**src/rtl/tws_pkg.sv**
```systemverilog
package tws_pkg;
  typedef enum logic {ROLE_SLAVE = 1'b0, ROLE_MASTER = 1'b1} role_t;
endpackage

```
**src/rtl/tws_clkgen.sv**
```systemverilog
module tws_clkgen #(
  parameter int RATE_W = 2
) (
  input  logic              clk,
  input  logic              rst,
  input  logic              run,
  input  logic [RATE_W-1:0] rate,
  output logic              sck,
  output logic              rise,
  output logic              fall
);
  localparam int CNT_W = 1 << RATE_W;

  logic [CNT_W-1:0] cnt;
  logic [CNT_W-1:0] lim;
  logic             tick;

  assign lim  = (CNT_W'(1) << rate) - CNT_W'(1);
  assign tick = run && (cnt == lim);
  assign rise = tick && !sck;
  assign fall = tick && sck;

  always_ff @(posedge clk) begin
    if (rst || !run) begin
      cnt <= '0;
      sck <= 1'b0;
    end else if (tick) begin
      cnt <= '0;
      sck <= ~sck;
    end else begin
      cnt <= cnt + CNT_W'(1);
    end
  end

  // clock falls back to idle low once the run request drops
  p_sck_idle_r7: assert property (@(posedge clk) disable iff (rst) !run |=> !sck);
endmodule

```
**src/rtl/tws_edgesync.sv**
```systemverilog
module tws_edgesync (
  input  logic clk,
  input  logic rst,
  input  logic pin,
  output logic lvl,
  output logic rise,
  output logic fall
);
  logic meta;
  logic prev;

  always_ff @(posedge clk) begin
    if (rst) begin
      meta <= 1'b0;
      lvl  <= 1'b0;
      prev <= 1'b0;
    end else begin
      meta <= pin;
      lvl  <= meta;
      prev <= lvl;
    end
  end

  assign rise = lvl && !prev;
  assign fall = !lvl && prev;
endmodule

```
**src/rtl/tws_shreg.sv**
```systemverilog
module tws_shreg #(
  parameter int DATA_W = 8
) (
  input  logic              clk,
  input  logic              rst,
  input  logic              en,
  input  logic              load,
  input  logic [DATA_W-1:0] ld_data,
  input  logic              cap,
  input  logic              shift,
  input  logic              sdi,
  output logic [DATA_W-1:0] data,
  output logic              sdo
);
  logic              cap_bit;
  logic [DATA_W-1:0] nxt;

  always_comb begin
    if (shift)     nxt = {data[DATA_W-2:0], cap_bit};
    else if (load) nxt = ld_data;
    else           nxt = data;
  end

  always_ff @(posedge clk) begin
    if (rst) begin
      data    <= '0;
      cap_bit <= 1'b0;
      sdo     <= 1'b0;
    end else begin
      data <= nxt;
      if (cap) cap_bit <= sdi;
      sdo <= en && nxt[DATA_W-1];
    end
  end

  // a disabled block drives its data line low
  p_sdo_off_r10: assert property (@(posedge clk) disable iff (rst) !en |=> !sdo);
endmodule

```
**src/rtl/tws_shifter.sv**
```systemverilog
module tws_shifter
  import tws_pkg::*;
#(
  parameter int DATA_W = 8,
  parameter int RATE_W = 2
) (
  input  logic              clk,
  input  logic              rst,
  input  logic              ctl_en,
  input  logic              ctl_master,
  input  logic [RATE_W-1:0] ctl_rate,
  input  logic              irq_en,
  input  logic              busy_set,
  input  logic              busy_clr,
  input  logic              ld_valid,
  input  logic [DATA_W-1:0] ld_data,
  input  logic              sdi,
  input  logic              sck_in,
  output logic              sdo,
  output logic              sck_out,
  output logic              busy,
  output logic              done_irq,
  output logic [DATA_W-1:0] rx_data
);
  localparam int BC_W = $clog2(DATA_W + 1);

  role_t           role;
  logic            run_m;
  logic            m_sck, m_rise, m_fall;
  logic            s_lvl, s_rise, s_fall;
  logic            clk_lvl;
  logic            act, edge_rise, edge_fall;
  logic            got_rise;
  logic            last_bit;
  logic            load_ok;
  logic [BC_W-1:0] bit_cnt;

  assign role  = ctl_master ? ROLE_MASTER : ROLE_SLAVE;
  assign run_m = busy && ctl_en && (role == ROLE_MASTER);

  tws_clkgen #(.RATE_W(RATE_W)) u_clkgen (
    .clk(clk), .rst(rst), .run(run_m), .rate(ctl_rate),
    .sck(m_sck), .rise(m_rise), .fall(m_fall)
  );

  tws_edgesync u_sync (
    .clk(clk), .rst(rst), .pin(sck_in),
    .lvl(s_lvl), .rise(s_rise), .fall(s_fall)
  );

  assign clk_lvl   = (role == ROLE_MASTER) ? m_sck : s_lvl;
  assign act       = busy && ctl_en;
  assign edge_rise = act && ((role == ROLE_MASTER) ? m_rise : s_rise);
  assign edge_fall = act && got_rise && ((role == ROLE_MASTER) ? m_fall : s_fall);
  assign last_bit  = edge_fall && (bit_cnt == BC_W'(DATA_W - 1));
  assign load_ok   = ld_valid && !clk_lvl;

  tws_shreg #(.DATA_W(DATA_W)) u_shreg (
    .clk(clk), .rst(rst), .en(ctl_en), .load(load_ok), .ld_data(ld_data),
    .cap(edge_rise), .shift(edge_fall), .sdi(sdi),
    .data(rx_data), .sdo(sdo)
  );

  always_ff @(posedge clk) begin
    if (rst) begin
      busy     <= 1'b0;
      bit_cnt  <= '0;
      got_rise <= 1'b0;
      done_irq <= 1'b0;
    end else begin
      done_irq <= last_bit && irq_en;
      if (!ctl_en || busy_clr || last_bit) begin
        busy <= 1'b0;
      end else if (busy_set && !busy) begin
        busy    <= 1'b1;
        bit_cnt <= '0;
      end
      if (!act || edge_fall) got_rise <= 1'b0;
      else if (edge_rise)    got_rise <= 1'b1;
      if (edge_fall) bit_cnt <= bit_cnt + BC_W'(1);
    end
  end

  assign sck_out = m_sck;

  // busy cannot survive a disabled cycle
  p_busy_off_r10: assert property (@(posedge clk) disable iff (rst) !ctl_en |=> !busy);
  // interrupt is a single-cycle pulse
  p_irq_single_r6: assert property (@(posedge clk) disable iff (rst) done_irq |=> !done_irq);
  // the interrupt coincides with busy dropping
  p_irq_at_end_r4: assert property (@(posedge clk) disable iff (rst) done_irq |-> $fell(busy));
  // data out stays put while the shift clock remains high
  p_sdo_hold_r3: assert property (@(posedge clk) disable iff (rst)
    (ctl_en && $past(ctl_en) && clk_lvl && $past(clk_lvl)) |-> $stable(sdo));
  // no generated clock in the slave role
  p_no_clk_slave_r7: assert property (@(posedge clk) disable iff (rst)
    (!ctl_master && $past(!ctl_master)) |-> !sck_out);
endmodule

```
**config.mk**
```make
export PLATFORM = sky130hd
export DESIGN_NAME = tws_shifter
export DESIGN_NICKNAME = d
export VERILOG_FILES = /design/src/rtl/tws_pkg.sv /design/src/rtl/tws_clkgen.sv /design/src/rtl/tws_edgesync.sv /design/src/rtl/tws_shreg.sv /design/src/rtl/tws_shifter.sv
export SDC_FILE = /design/constraint.sdc
export NUM_CORES = 1
export LEC_CHECK = 0
export ABC_AREA = 1
export ABC_CLOCK_PERIOD_IN_PS = 2400
export BUFFER_PORTS_ARGS = -buffer_cell sky130_fd_sc_hd__buf_2
export CAP_MARGIN = 25
export CORE_ASPECT_RATIO = 1.75
export CORE_MARGIN = 5
export CORE_UTILIZATION = 28
export CTS_CLUSTER_DIAMETER = 30
export DETAILED_ROUTE_END_ITERATION = 8
export MAX_ROUTING_LAYER = met4
export SLEW_MARGIN = 20
export SYNTH_ARGS = -nofsm -noshare
export SYNTH_HDL_FRONTEND = slang
export SYNTH_SLANG_ARGS = --single-unit
```
**constraint.sdc**
```tcl
create_clock -name clk -period 2.4 [get_ports clk]
set_input_delay 0.48 -clock clk [delete_from_list [all_inputs] [get_ports clk]]
set_output_delay 0.48 -clock clk [all_outputs]
set_load 0.02 [all_outputs]
```
==> impl_metrics.ini <==
[finish]
layout-drive-gt1-share_pct = 24.1
post-route-util_pct = 34.2
fin_cells = 263
finalNetCount = 235
antennaDiodeCount = 0
area_growth_syn_to_layout_pct = 19.5

[clocking]
tritoncts = yes
cts_setup_buffers = 0
cts.sinks = 25
h-tree-depth = 1
cts_buffer_depth = 2
clk_pin_slew_ns = 0.09
postCtsHoldBufs = 0
cts_buffers = 3
cts_resized = 0
root_buffer = clkbuf_8
insertion_delay_ns = 0.27

[route]
route.detailed.drc = 0
via_count = 1196
drtPass1Iterations = 4
wl_per_cell_um = 11.2
ant_nets = 0
drt_wl_total_mm = 2.95
drtIter0Drc = 27
vias_per_cell = 4.55

[power_and_ir_drop]
irDropWorstVdd_uv = 271
leakage_nw = 0.708
total_power_uw = 774
power_density_mw_per_mm2 = 519

[floorplanning]
initial_core_util_pct = 28.6
io_pins = 32
dieArea_sq_mm = 0.00595
fp.dieH_um = 98.3
rows = 32
core_sq_mm = 0.00436
fp.dieW_um = 60.5

[run]
drv_cap = 0

[logic_synthesis]
synth.area.top_cells = dfxtp_1, nand2_1, nand3_1
yosys_warnings = 0
ys.flop_type = dfxtp_1
synth_seq_area_share_pct = 40.1
synth_edf_count = 0
synth_seq_cells = 25
synth_top_cell_by_area = dfxtp_1
synthArstFlopShare_pct = 0
ys_types = 24
syn_inst = 181
yosysMostFrequentCell = nand2_1
synth_top_area_share_pct = 40.1
syn-num-nets = 203
syn_area_sq_mm = 0.00125
synthTopCellsByCount = nand2_1, nand3_1, dfxtp_1
avgSynthCellArea_sq_um = 6.90

[sta]
tightest_slew_ns = 0.396
rsz0062_at_grt = false
finalSetupTns_ns = 0
skew_ns = 0.00833
final_max_slew_viol_count = 0
period_minus_slack_ns = 1.70
worst_slack_ns = 0.702
finalCritPeriodShare_pct = 70.8
max_slew_margin_pct = 73.6
fmax_ghz = 0.589
hold_violations = 0
setup_violations = 0

[setup_path]
arrival_ns = 1.90
r2r_start = busy
required_ns = 2.60
startpoint_type = register
rr_worst_depth = 10
critical_path.max_fanout = 21
r2r_end = u_shreg.data[2]
crit_type = register to register
r2r_slack_ns = 0.70
cp-end-kind = register

[grt]
track_usage_pct = 10.9
grt_start_max_net_pins = 22
grt_pass1_wl_mm = 4.83
gr-total-overflow = 0
antenna_found_initial = 0
grt_pass1_vias = 1140

[min_path]
hold_path_end = u_sync.lvl
min_path_cells = 2
hp-start = u_sync.meta
hold_class = register to register

[place]
place_congestion = 0.778
place_ws_ns = 0.495
post-place-cells = 259
dp_hpwl_mm = 2.22
port_buffers = 31

[outcome]
status = completed
## through the flow
step                      area, sq um  hold WS (ns)
final                            1490         0.407
after global routing             1490         0.418
after CTS                        1490         0.412
after detailed placement         1450         0.400
after global placement           1450         0.390
after floorplan                  1250         0.388
## where the power goes
part           switching, mW  internal (mW)
Sequential           0.00744          0.425
Clock                  0.132          0.119
Combinational         0.0558         0.0345
Total                  0.196          0.579
## registers in the layout, summed over array words and instances, names as in the netlist
name / count
got_rise: 1
u_clkgen.cnt: 4
u_sync.meta: 1
busy: 1
u_shreg.sdo: 1
u_sync.lvl: 1
bit_cnt: 4
u_shreg.data: 8
done_irq: 1
u_shreg.cap_bit: 1
u_clkgen.sck: 1
u_sync.prev: 1
## worst max path at each step
stage | startpoint | end | slack (ns) | depth (start not counted)
floorplan | busy | bit_cnt[0] | 0.93 | 10
global placement | ctl_en | u_shreg.sdo | 0.52 | 11
detailed placement | ctl_en | u_shreg.data[0] | 0.49 | 11
CTS | busy | u_shreg.data[6] | 0.68 | 10
global route | busy | u_shreg.data[2] | 0.50 | 10
finish | busy | u_shreg.data[2] | 0.70 | 10
## critical path, cell delays in order (launching register included)
cell	delay, ns
dfxtp_1	0.37
nand2_1	0.10
inv_1	0.08
nand2_1	0.06
nor2_2	0.09
nand4_1	0.10
nand2_2	0.22
nand2_2	0.29
nand2_1	0.14
nand2_1	0.07
a21oi_2	0.11
## layout by cell type, fill, tap and decap left out
master	count
nand2_1	48
clkbuf_8	3
xor2_1	1
clkbuf_1	1
buf_2	31
o21ai_0	2
nand3_1	27
a21oi_1	7
inv_2	2
buf_4	2
or2_2	1
nand3_2	2
nor2_1	17
inv_1	23
nand2_2	2
nor2_2	2
nand3b_1	2
or2_1	1
a21oi_2	6
dfxtp_1	25
ha_1	2
a31oi_1	1
xnor2_1	2
nand4_1	2
## final cells by class
type | count | area (sq um)
fill | 502 | 2870
multi-input combinational | 125 | 619
sequential | 25 | 500
timing repair buffer | 33 | 170
inverter | 25 | 93.8
tap | 51 | 63.8
clock buffer | 4 | 45.0
## routing by layer
metal | track usage (%) | part of all wire, % | up-vias
met4 | 6.84 | 3.0 | 0
met3 | 1.46 | 5.0 | 7
met2 | 17.7 | 49 | 36
met5 | - | 0 | -
met1 | 12.0 | 43 | 521
li1 | - | - | 632
## cells by family after synthesis
group	share of synthesized area, %
and+or+nand+nor	37.2
xor gates and xnor gates	2.10
AOI/OAI and AO/OA	8.32
adders and majority gates	2.00
DFF	40.1
buffers and inverters	10.3
(Power assumes the default switching activity.)
